$ cat src/rtl/spi_guard_pkg.sv
package spi_guard_pkg;

    localparam int SG_ADDR_W = 24;
    localparam int SG_CMD_W  = 8;
    localparam int SG_DATA_W = 32;

    // register map
    localparam int REG_CTRL     = 0;
    localparam int REG_STAT     = 2;
    localparam int REG_SADDR    = 3;
    localparam int REG_RGN_BASE = 4;
    localparam int PERM_RD_BIT  = 28;
    localparam int PERM_WR_BIT  = 29;
    localparam int PERM_ER_BIT  = 30;

    typedef enum logic [2:0] {
        OP_NONE, OP_READ, OP_PROG, OP_ERASE, OP_CHIP, OP_OTHER
    } op_e;

    typedef enum logic [1:0] {
        ACT_NONE = 2'd0, ACT_LIGHT = 2'd1, ACT_FULL = 2'd2
    } act_e;

    typedef struct packed {
        logic                 valid;
        op_e                  op;
        logic [SG_CMD_W-1:0]  cmd;
        logic [SG_ADDR_W-1:0] lo;
        logic [SG_ADDR_W-1:0] hi;
    } chk_req_t;

    typedef struct packed {
        logic wait_go;
        logic light;
        logic strict;
        logic en;
    } ctrl_t;

    typedef struct packed {
        logic [SG_ADDR_W-1:0] lo;
        logic [SG_ADDR_W-1:0] hi;
        logic                 rd;
        logic                 wr;
        logic                 er;
    } region_t;

    function automatic op_e classify(input logic [SG_CMD_W-1:0] c);
        case (c)
            8'h03, 8'h0B: return OP_READ;
            8'h02:        return OP_PROG;
            8'h20, 8'hD8: return OP_ERASE;
            8'hC7:        return OP_CHIP;
            default:      return OP_OTHER;
        endcase
    endfunction

    function automatic logic carries_addr(input op_e o);
        return (o == OP_READ) || (o == OP_PROG) || (o == OP_ERASE);
    endfunction

endpackage

$ cat src/rtl/sg_frame_decoder.sv
module sg_frame_decoder
    import spi_guard_pkg::*;
#(
    parameter int SYNC_STAGES = 2
) (
    input  logic     clk,
    input  logic     rst,
    input  logic     sclk,
    input  logic     cs_n,
    input  logic     mosi,
    output chk_req_t req,
    output logic     frame_end
);
    localparam int FRAME_BITS = SG_CMD_W + SG_ADDR_W;
    localparam int BW         = $clog2(FRAME_BITS + 1);

    logic [SYNC_STAGES-1:0] sclk_sync, cs_sync, mosi_sync;
    logic                   sclk_q, cs_q;
    logic                   sclk_s, cs_s, mosi_s, rise;
    logic [BW-1:0]          bitcnt;
    logic [SG_ADDR_W-1:0]   shreg;
    logic [SG_CMD_W-1:0]    cmd_q;
    op_e                    op_q;
    logic [SG_CMD_W-1:0]    nxt_cmd;
    logic [SG_ADDR_W-1:0]   nxt_addr;

    assign sclk_s   = sclk_sync[SYNC_STAGES-1];
    assign cs_s     = cs_sync[SYNC_STAGES-1];
    assign mosi_s   = mosi_sync[SYNC_STAGES-1];
    assign rise     = sclk_s & ~sclk_q;
    assign nxt_cmd  = {shreg[SG_CMD_W-2:0], mosi_s};
    assign nxt_addr = {shreg[SG_ADDR_W-2:0], mosi_s};
    assign frame_end = cs_s & ~cs_q;

    always_ff @(posedge clk) begin
        if (rst) begin
            sclk_sync <= '0;
            cs_sync   <= '1;
            mosi_sync <= '0;
            sclk_q    <= 1'b0;
            cs_q      <= 1'b1;
        end else begin
            sclk_sync <= {sclk_sync[SYNC_STAGES-2:0], sclk};
            cs_sync   <= {cs_sync[SYNC_STAGES-2:0], cs_n};
            mosi_sync <= {mosi_sync[SYNC_STAGES-2:0], mosi};
            sclk_q    <= sclk_s;
            cs_q      <= cs_s;
        end
    end

    always_ff @(posedge clk) begin
        if (rst) begin
            bitcnt <= '0;
            shreg  <= '0;
            cmd_q  <= '0;
            op_q   <= OP_NONE;
            req    <= '0;
        end else begin
            req.valid <= 1'b0;
            if (cs_s) begin
                bitcnt <= '0;
                op_q   <= OP_NONE;
            end else if (rise && (bitcnt < BW'(FRAME_BITS))) begin
                bitcnt <= bitcnt + 1'b1;
                shreg  <= nxt_addr;
                if (bitcnt == BW'(SG_CMD_W - 1)) begin
                    cmd_q <= nxt_cmd;
                    op_q  <= classify(nxt_cmd);
                    if (!carries_addr(classify(nxt_cmd))) begin
                        req.valid <= 1'b1;
                        req.op    <= classify(nxt_cmd);
                        req.cmd   <= nxt_cmd;
                        req.lo    <= '0;
                        req.hi    <= '1;
                    end
                end
                if ((bitcnt == BW'(FRAME_BITS - 1)) && carries_addr(op_q)) begin
                    req.valid <= 1'b1;
                    req.op    <= op_q;
                    req.cmd   <= cmd_q;
                    req.lo    <= nxt_addr;
                    req.hi    <= nxt_addr;
                end
            end
        end
    end

    p_count_bound_r2: assert property (@(posedge clk) disable iff (rst)
        bitcnt <= BW'(FRAME_BITS));
    p_frame_restart_r2: assert property (@(posedge clk) disable iff (rst)
        cs_s |=> (bitcnt == '0));

endmodule

$ cat src/rtl/sg_rule_check.sv
module sg_rule_check
    import spi_guard_pkg::*;
#(
    parameter int N_REGION = 4
) (
    input  chk_req_t                req,
    input  ctrl_t                   ctrl,
    input  region_t [N_REGION-1:0]  rgn,
    output logic                    viol,
    output logic                    is_read
);
    logic [N_REGION-1:0] hit;

    for (genvar i = 0; i < N_REGION; i++) begin : g_rgn
        logic allow;
        always_comb begin
            case (req.op)
                OP_READ:            allow = rgn[i].rd;
                OP_PROG:            allow = rgn[i].wr;
                OP_ERASE, OP_CHIP:  allow = rgn[i].er;
                default:            allow = 1'b0;
            endcase
            hit[i] = allow && (req.lo >= rgn[i].lo) && (req.hi <= rgn[i].hi);
        end
    end

    always_comb begin
        is_read = (req.op == OP_READ);
        if (!req.valid || !ctrl.en)
            viol = 1'b0;
        else if (req.op == OP_OTHER)
            viol = ctrl.strict;
        else
            viol = ~|hit;
    end

endmodule

$ cat src/rtl/sg_intervene.sv
module sg_intervene
    import spi_guard_pkg::*;
#(
    parameter int RST_CYC = 8
) (
    input  logic clk,
    input  logic rst,
    input  logic viol,
    input  logic is_read,
    input  logic light_en,
    input  logic wait_go,
    input  logic chain_go,
    input  logic frame_end,
    input  logic clr_req,
    output logic cs_block,
    output logic iso_en,
    output logic flash_rst,
    output logic host_alert,
    output logic busy,
    output logic take,
    output act_e take_kind
);
    localparam int CW = $clog2(RST_CYC + 1);

    typedef enum logic [2:0] {S_ARMED, S_FORCE, S_ISO, S_RESET, S_HELD} st_e;

    st_e           state;
    logic          cut;
    logic [CW-1:0] cnt;

    assign take      = viol && (state == S_ARMED) && !cut;
    assign take_kind = (light_en && is_read) ? ACT_LIGHT : ACT_FULL;

    always_ff @(posedge clk) begin
        if (rst) begin
            state <= S_ARMED;
            cut   <= 1'b0;
            cnt   <= '0;
        end else begin
            if (frame_end) cut <= 1'b0;
            case (state)
                S_ARMED: if (take) begin
                    if (take_kind == ACT_LIGHT) cut <= 1'b1;
                    else                        state <= S_FORCE;
                end
                S_FORCE: if (!wait_go || chain_go) state <= S_ISO;
                S_ISO: begin
                    state <= S_RESET;
                    cnt   <= '0;
                end
                S_RESET: begin
                    if (cnt == CW'(RST_CYC - 1)) state <= S_HELD;
                    else                         cnt   <= cnt + 1'b1;
                end
                S_HELD: if (clr_req) state <= S_ARMED;
                default: state <= S_ARMED;
            endcase
        end
    end

    assign cs_block   = cut || (state != S_ARMED);
    assign iso_en     = (state == S_ISO) || (state == S_RESET) || (state == S_HELD);
    assign flash_rst  = (state == S_RESET);
    assign host_alert = (state == S_HELD);
    assign busy       = (state == S_FORCE) || (state == S_ISO) || (state == S_RESET);

    p_iso_after_force_r6: assert property (@(posedge clk) disable iff (rst)
        $rose(iso_en) |-> $past(cs_block));
    p_reset_needs_iso_r6: assert property (@(posedge clk) disable iff (rst)
        flash_rst |-> iso_en);
    p_alert_after_reset_r6: assert property (@(posedge clk) disable iff (rst)
        $rose(host_alert) |-> $past(flash_rst));
    p_hold_for_go_r8: assert property (@(posedge clk) disable iff (rst)
        (state == S_FORCE && wait_go && !chain_go) |=> !iso_en);
    p_cut_is_light_r9: assert property (@(posedge clk) disable iff (rst)
        cut |-> !iso_en && !host_alert);

endmodule

$ cat src/rtl/spi_guard.sv
module spi_guard
    import spi_guard_pkg::*;
#(
    parameter int N_REGION    = 4,
    parameter int RST_CYC     = 8,
    parameter int SYNC_STAGES = 2,
    parameter int REG_AW      = $clog2(REG_RGN_BASE + 2 * N_REGION)
) (
    input  logic                 clk,
    input  logic                 rst,
    input  logic                 spi_sclk,
    input  logic                 spi_cs_n,
    input  logic                 spi_mosi,
    input  logic                 chain_go,
    input  logic                 reg_we,
    input  logic [REG_AW-1:0]    reg_addr,
    input  logic [SG_DATA_W-1:0] reg_wdata,
    output logic [SG_DATA_W-1:0] reg_rdata,
    output logic                 flash_cs_n,
    output logic                 iso_en,
    output logic                 flash_rst,
    output logic                 host_alert,
    output logic                 irq
);
    chk_req_t               req;
    logic                   frame_end;
    ctrl_t                  ctrl;
    region_t [N_REGION-1:0] rgn;
    logic                   viol, is_read;
    logic                   cs_block, busy, take;
    act_e                   take_kind;
    logic                   clr_req;

    logic                   pend;
    act_e                   cap_kind;
    logic [SG_CMD_W-1:0]    cap_cmd;
    logic [SG_ADDR_W-1:0]   cap_addr;

    sg_frame_decoder #(.SYNC_STAGES(SYNC_STAGES)) u_dec (
        .clk(clk), .rst(rst), .sclk(spi_sclk), .cs_n(spi_cs_n), .mosi(spi_mosi),
        .req(req), .frame_end(frame_end)
    );

    sg_rule_check #(.N_REGION(N_REGION)) u_chk (
        .req(req), .ctrl(ctrl), .rgn(rgn), .viol(viol), .is_read(is_read)
    );

    sg_intervene #(.RST_CYC(RST_CYC)) u_act (
        .clk(clk), .rst(rst), .viol(viol), .is_read(is_read),
        .light_en(ctrl.light), .wait_go(ctrl.wait_go), .chain_go(chain_go),
        .frame_end(frame_end), .clr_req(clr_req),
        .cs_block(cs_block), .iso_en(iso_en), .flash_rst(flash_rst),
        .host_alert(host_alert), .busy(busy), .take(take), .take_kind(take_kind)
    );

    assign clr_req    = reg_we && (reg_addr == REG_AW'(REG_STAT)) && reg_wdata[0] && !busy;
    assign flash_cs_n = spi_cs_n | cs_block;
    assign irq        = pend;

    always_ff @(posedge clk) begin
        if (rst)
            ctrl <= '0;
        else if (reg_we && reg_addr == REG_AW'(REG_CTRL))
            ctrl <= ctrl_t'(reg_wdata[3:0]);
    end

    for (genvar i = 0; i < N_REGION; i++) begin : g_rgn_reg
        always_ff @(posedge clk) begin
            if (rst) begin
                rgn[i].lo <= '1;
                rgn[i].hi <= '0;
                rgn[i].rd <= 1'b0;
                rgn[i].wr <= 1'b0;
                rgn[i].er <= 1'b0;
            end else if (reg_we) begin
                if (reg_addr == REG_AW'(REG_RGN_BASE + 2 * i))
                    rgn[i].lo <= reg_wdata[SG_ADDR_W-1:0];
                if (reg_addr == REG_AW'(REG_RGN_BASE + 2 * i + 1)) begin
                    rgn[i].hi <= reg_wdata[SG_ADDR_W-1:0];
                    rgn[i].rd <= reg_wdata[PERM_RD_BIT];
                    rgn[i].wr <= reg_wdata[PERM_WR_BIT];
                    rgn[i].er <= reg_wdata[PERM_ER_BIT];
                end
            end
        end
    end

    always_ff @(posedge clk) begin
        if (rst) begin
            pend     <= 1'b0;
            cap_kind <= ACT_NONE;
            cap_cmd  <= '0;
            cap_addr <= '0;
        end else begin
            if (clr_req) begin
                pend     <= 1'b0;
                cap_kind <= ACT_NONE;
                cap_cmd  <= '0;
                cap_addr <= '0;
            end
            if (take && !pend) begin
                pend     <= 1'b1;
                cap_kind <= take_kind;
                cap_cmd  <= req.cmd;
                cap_addr <= carries_addr(req.op) ? req.lo : '0;
            end
        end
    end

    always_comb begin
        reg_rdata = '0;
        if (reg_addr == REG_AW'(REG_CTRL)) begin
            reg_rdata[3:0] = ctrl;
        end else if (reg_addr == REG_AW'(REG_STAT)) begin
            reg_rdata[0]    = pend;
            reg_rdata[1]    = host_alert;
            reg_rdata[3:2]  = cap_kind;
            reg_rdata[15:8] = cap_cmd;
        end else if (reg_addr == REG_AW'(REG_SADDR)) begin
            reg_rdata[SG_ADDR_W-1:0] = cap_addr;
        end else begin
            for (int i = 0; i < N_REGION; i++) begin
                if (reg_addr == REG_AW'(REG_RGN_BASE + 2 * i))
                    reg_rdata[SG_ADDR_W-1:0] = rgn[i].lo;
                if (reg_addr == REG_AW'(REG_RGN_BASE + 2 * i + 1)) begin
                    reg_rdata[SG_ADDR_W-1:0] = rgn[i].hi;
                    reg_rdata[PERM_RD_BIT]   = rgn[i].rd;
                    reg_rdata[PERM_WR_BIT]   = rgn[i].wr;
                    reg_rdata[PERM_ER_BIT]   = rgn[i].er;
                end
            end
        end
    end

    p_alert_has_irq_r7: assert property (@(posedge clk) disable iff (rst)
        host_alert |-> irq);
    p_status_hold_r11: assert property (@(posedge clk) disable iff (rst)
        (pend && !clr_req) |=> pend && $stable(cap_cmd) && $stable(cap_addr));
    p_quiet_when_idle_r1: assert property (@(posedge clk) disable iff (rst)
        !cs_block |-> !iso_en && !host_alert);

endmodule

$ cat config.mk
export PLATFORM = sky130hd
export DESIGN_NAME = spi_guard
export DESIGN_NICKNAME = d
export VERILOG_FILES = /design/src/rtl/spi_guard_pkg.sv /design/src/rtl/sg_frame_decoder.sv /design/src/rtl/sg_rule_check.sv /design/src/rtl/sg_intervene.sv /design/src/rtl/spi_guard.sv
export SDC_FILE = /design/constraint.sdc
export NUM_CORES = 1
export LEC_CHECK = 0
export BUFFER_PORTS_ARGS = -buffer_cell sky130_fd_sc_hd__buf_4
export CAP_MARGIN = 10
export CORE_MARGIN = 8
export CORE_UTILIZATION = 40
export DETAILED_ROUTE_END_ITERATION = 8
export GPL_TIMING_DRIVEN = 0
export REMOVE_ABC_BUFFERS = 1
export SYNTH_ARGS = -nofsm -noshare
export SYNTH_HDL_FRONTEND = slang
export SYNTH_SLANG_ARGS = --single-unit
$ cat constraint.sdc
create_clock -name clk -period 3.7 [get_ports clk]
set_input_delay 0.185 -clock clk [delete_from_list [all_inputs] [get_ports clk]]
set_output_delay 0.185 -clock clk [all_outputs]
set_load 0.02 [all_outputs]
==> metrics.csv <==
stage,metric,value,unit
outcome,run status,"finished, final reports clean",
floorplanning,Core Area,0.04885,mm^2
setup_path,slowest CP cell,a2111oi_4,
power_and_ir_drop,VDD IR max,0.3355,mV
route,final WL,72820,um
synth,Synth Instances,2516,
place,post-DP HPWL,49400,um
setup_path,"CP delay by family, top",compound AO/OA/AOI/OAI gates,
timing,Final Critical Period,3609,ps
place,Area after DPL,0.02085,mm^2
clock_tree,total CTS buffers,42,
worst_hold_path,worst hold-check path type,in2reg,
route,Vias,18420,
timing,Peak Freq,0.2771,GHz
synth,number of synthesized flops with an enable pin,0,
setup_path,Buf/Inv on CP,2,
floorplanning,initial core utilization,0.4038,
synth,top cell type's share of synthesized area,0.3643,
floorplanning,Die Area,0.05668,mm^2
global_route,antenna violations before repair,0,
synth,synth unique cells,68,
timing,Final Cycle Share,0.9754,
setup_path,WP data required,4150,ps
setup_path,CP peak stage delay,500,ps
global_route,largest net degree at the start of global routing,115,
cells_and_area,Layout Nets,2742,
setup_path,Worst Path Max Fanout,26,
route,drt via density,5.752,
floorplanning,die height,238.1,um
synth,Ys Warns,0,
route,TritonRoute pass-1 iters,8,
clock_tree,clock root cell,clkbuf_16,
clock_tree,"Clk Latency, worst-skew pair",590,ps
power_and_ir_drop,Pwr Density,396.2,mW/mm^2
cells_and_area,area delta synth->final,15.36,%
place,dpl cells,3090,
timing,clock skew,31.35,ps
cells_and_area,Finished Layout Cells,3202,
global_route,first-pass GRT wire length,109100,um
synth,register area share after synthesis,0.3643,
cells_and_area,area of the multi-input gates,0.01125,mm^2
cells_and_area,share of cells above drive strength 1,0.08629,
route,initial drt markers,1818,
clock_tree,Clock Tree Buf Depth,3,
timing,Setup Viol. Count Final,0,
route,wire length per cell,22.74,um
clock_tree,Num Clock Sinks,359,
route,Post-DRT Antenna Nets,0,
clock_tree,CTS tree,yes,
synth,synth top area cells,"dfxtp_1, ha_1, nand2_1",
global_route,vias in the first global route,17960,
timing,"Slew Viols, Final",0,
place,Buffers on Ports,69,
timing,Max-slew headroom,0.1320,
clock_tree,H-tree depth,2,
setup_path,worst-path cell chain,"inv_1, ha_1, nand2b_4, a211oi_2, nor3_1, o41ai_2, a31oi_1, a2111oi_4, o2111ai_4, or2_4, buf_12, mux2i_1",
timing,RSZ-0062 raised after global routing,false,
timing,Fin. Hold Viols,0,
run,Max Cap Violations,0,
power_and_ir_drop,PnR Total Power,9.017,mW
synth,largest area contributor in the netlist,dfxtp_1,
cells_and_area,post-route cell area,0.02276,mm^2
floorplanning,Core Rows,81,
cells_and_area,Fillers,4840,
setup_path,Critical Path Start Type,flop,
synth,Synth Cell Area,0.01973,mm^2
synth,Post-Syn Area per Cell,7.840,um^2
clock_tree,Clock Pin Slew Worst Setup and Hold Paths,60,ps
place,RePlAce Congestion,0.9336,
power_and_ir_drop,Leak,10.27,nW
cells_and_area,ANT cells,0,
synth,most numerous cell in the Yosys netlist,nand2_1,
floorplanning,die width,238.1,um
timing,worst-margin pin slew,1299,ps
timing,hold slack,56.97,ps
global_route,GRT overflow,0,
synth,post-synthesis register bit count,359,
setup_path,Worst setup EP type,flop,
setup_path,"Arr. time, crit path",4050,ps
setup_path,kind of critical path,reg2reg,
synth,ys flop type,dfxtp_1,
synth,Synth top cells by count,"nand2_1, dfxtp_1, a21oi_1",
floorplanning,Ports,80,
global_route,All-Layer GR Usage,0.2500,
route,DRC viols,0,
cells_and_area,Storage cell area,0.007187,mm^2
synth,"FFs w/ async S/R, synth",0,
placed cells by master, fill, tap and decap left out, types with 6 or more instances in the layout:
cell type | netlist | final
a22oi_1 | 85 | 85
clkinvlp_4 | 0 | 7
buf_16 | 0 | 11
buf_12 | 3 | 6
a221oi_1 | 15 | 15
and4_1 | 6 | 6
nand2_2 | 0 | 7
inv_1 | 192 | 192
nand3_1 | 30 | 30
o21ai_0 | 38 | 35
nor2b_1 | 20 | 20
a31oi_1 | 17 | 17
clkbuf_16 | 0 | 43
or2_2 | 6 | 6
nand4_1 | 34 | 34
a21o_1 | 20 | 20
a222oi_1 | 8 | 8
a211o_1 | 26 | 26
dfxtp_1 | 359 | 359
buf_4 | 5 | 71
nand3b_1 | 75 | 75
and3_1 | 25 | 25
a221o_1 | 17 | 17
dlygate4sd3_1 | 0 | 30
nand2b_1 | 19 | 18
a211oi_1 | 17 | 17
and2_2 | 0 | 8
nor2_4 | 0 | 8
a21oi_1 | 238 | 237
clkbuf_1 | 157 | 6
clkbuf_8 | 0 | 10
nor3_1 | 44 | 42
nor2_1 | 174 | 165
a22o_1 | 10 | 10
ha_1 | 194 | 194
nand2_1 | 527 | 520
mux2i_1 | 57 | 57
o211ai_1 | 7 | 7
path summary, 6_finish.rpt:
check,start,end,slack [ps],depth (start not counted)
worst max register to register,u_dec.req[24],cap_addr[4],90,12
worst min-delay path,rst,u_dec.sclk_sync[0],60,2
worst max-delay path,u_dec.req[24],cap_addr[4],90,12
worst min register to register,u_dec.cs_sync[0],u_dec.cs_sync[1],420,1
through the flow:
step	util	worst slack, ps	TNS (ps)
after floorplan	-	248.6	0
after global placement	0.4160	-2749	-524790
after detailed placement	0.4267	-941.9	-29840
after CTS	0.4638	28.87	0
after global routing	0.4658	3.324	0
final	0.4658	91.18	0
worst reg2reg max path, stage by stage, from the launching register on:
cell and delay [ps]:
dfxtp_1 380, inv_1 120, ha_1 300, nand2b_4 140, a211oi_2 210, nor3_1 90
o41ai_2 480, a31oi_1 280, a2111oi_4 500, o2111ai_4 270, or2_4 340, buf_12 180
mux2i_1 190
sequential cells by signal, indices dropped and copies added (netlist names), 4 cells and up:
name	flops
u_dec.cmd_q	8
u_dec.bitcnt	6
rgn	204
ctrl	4
u_act.cnt	4
u_dec.shreg	23
u_dec.req	60
cap_addr	24
cap_cmd	8
cell type report:
class	instances	area share
Timing Repair Buffer	122	0.05768
Multi-Input combinational cell	1788	0.4944
Tap cell	664	0.03651
Clock inverter	18	0.009622
Clock buffer	59	0.05432
Inverter	192	0.03167
Sequential cell	359	0.3158
power by group:
part	total [mW]	internal [mW]	switching (mW)	leakage [nW]
Combinational	0.669	0.242	0.426	6.67
Clock	4.41	2.62	1.79	0.695
Sequential	3.94	3.91	0.0348	2.90
Total	9.02	6.77	2.25	10.3
layer usage:
layer | global-route usage | vias up | part of all wire
met1 | 0.3032 | 8905 | 0.40
li1 | - | 8627 | -
met4 | 0.1187 | 0 | 0.051
met2 | 0.4300 | 697 | 0.48
met5 | 0 | - | 0
met3 | 0.03980 | 188 | 0.066
cell families after synthesis:
group / after synthesis / synth area share
and+or+nand+nor: 995 / 0.2294
other: 1 / 0.0001901
adders and majority gates: 194 / 0.1230
muxes: 62 / 0.03178
buffers and inverters: 373 / 0.07561
AOI/OAI and AO/OA: 528 / 0.1739
xor gates and xnor gates: 4 / 0.001776
DFF: 359 / 0.3643
timing repair:
| item | CTS | global route |
|---|---|---|
| setup endpoints to repair | 37 | 36 |
| resized for setup | 10 | 6 |
| buffers inserted | 1 | 2 |
| endpoints found under the hold margin | 200 | 0 |
| pin swaps | 2 | 5 |
| hold buffers | 30 | 0 |
Note: power is estimated with default switching activity, not from simulation.
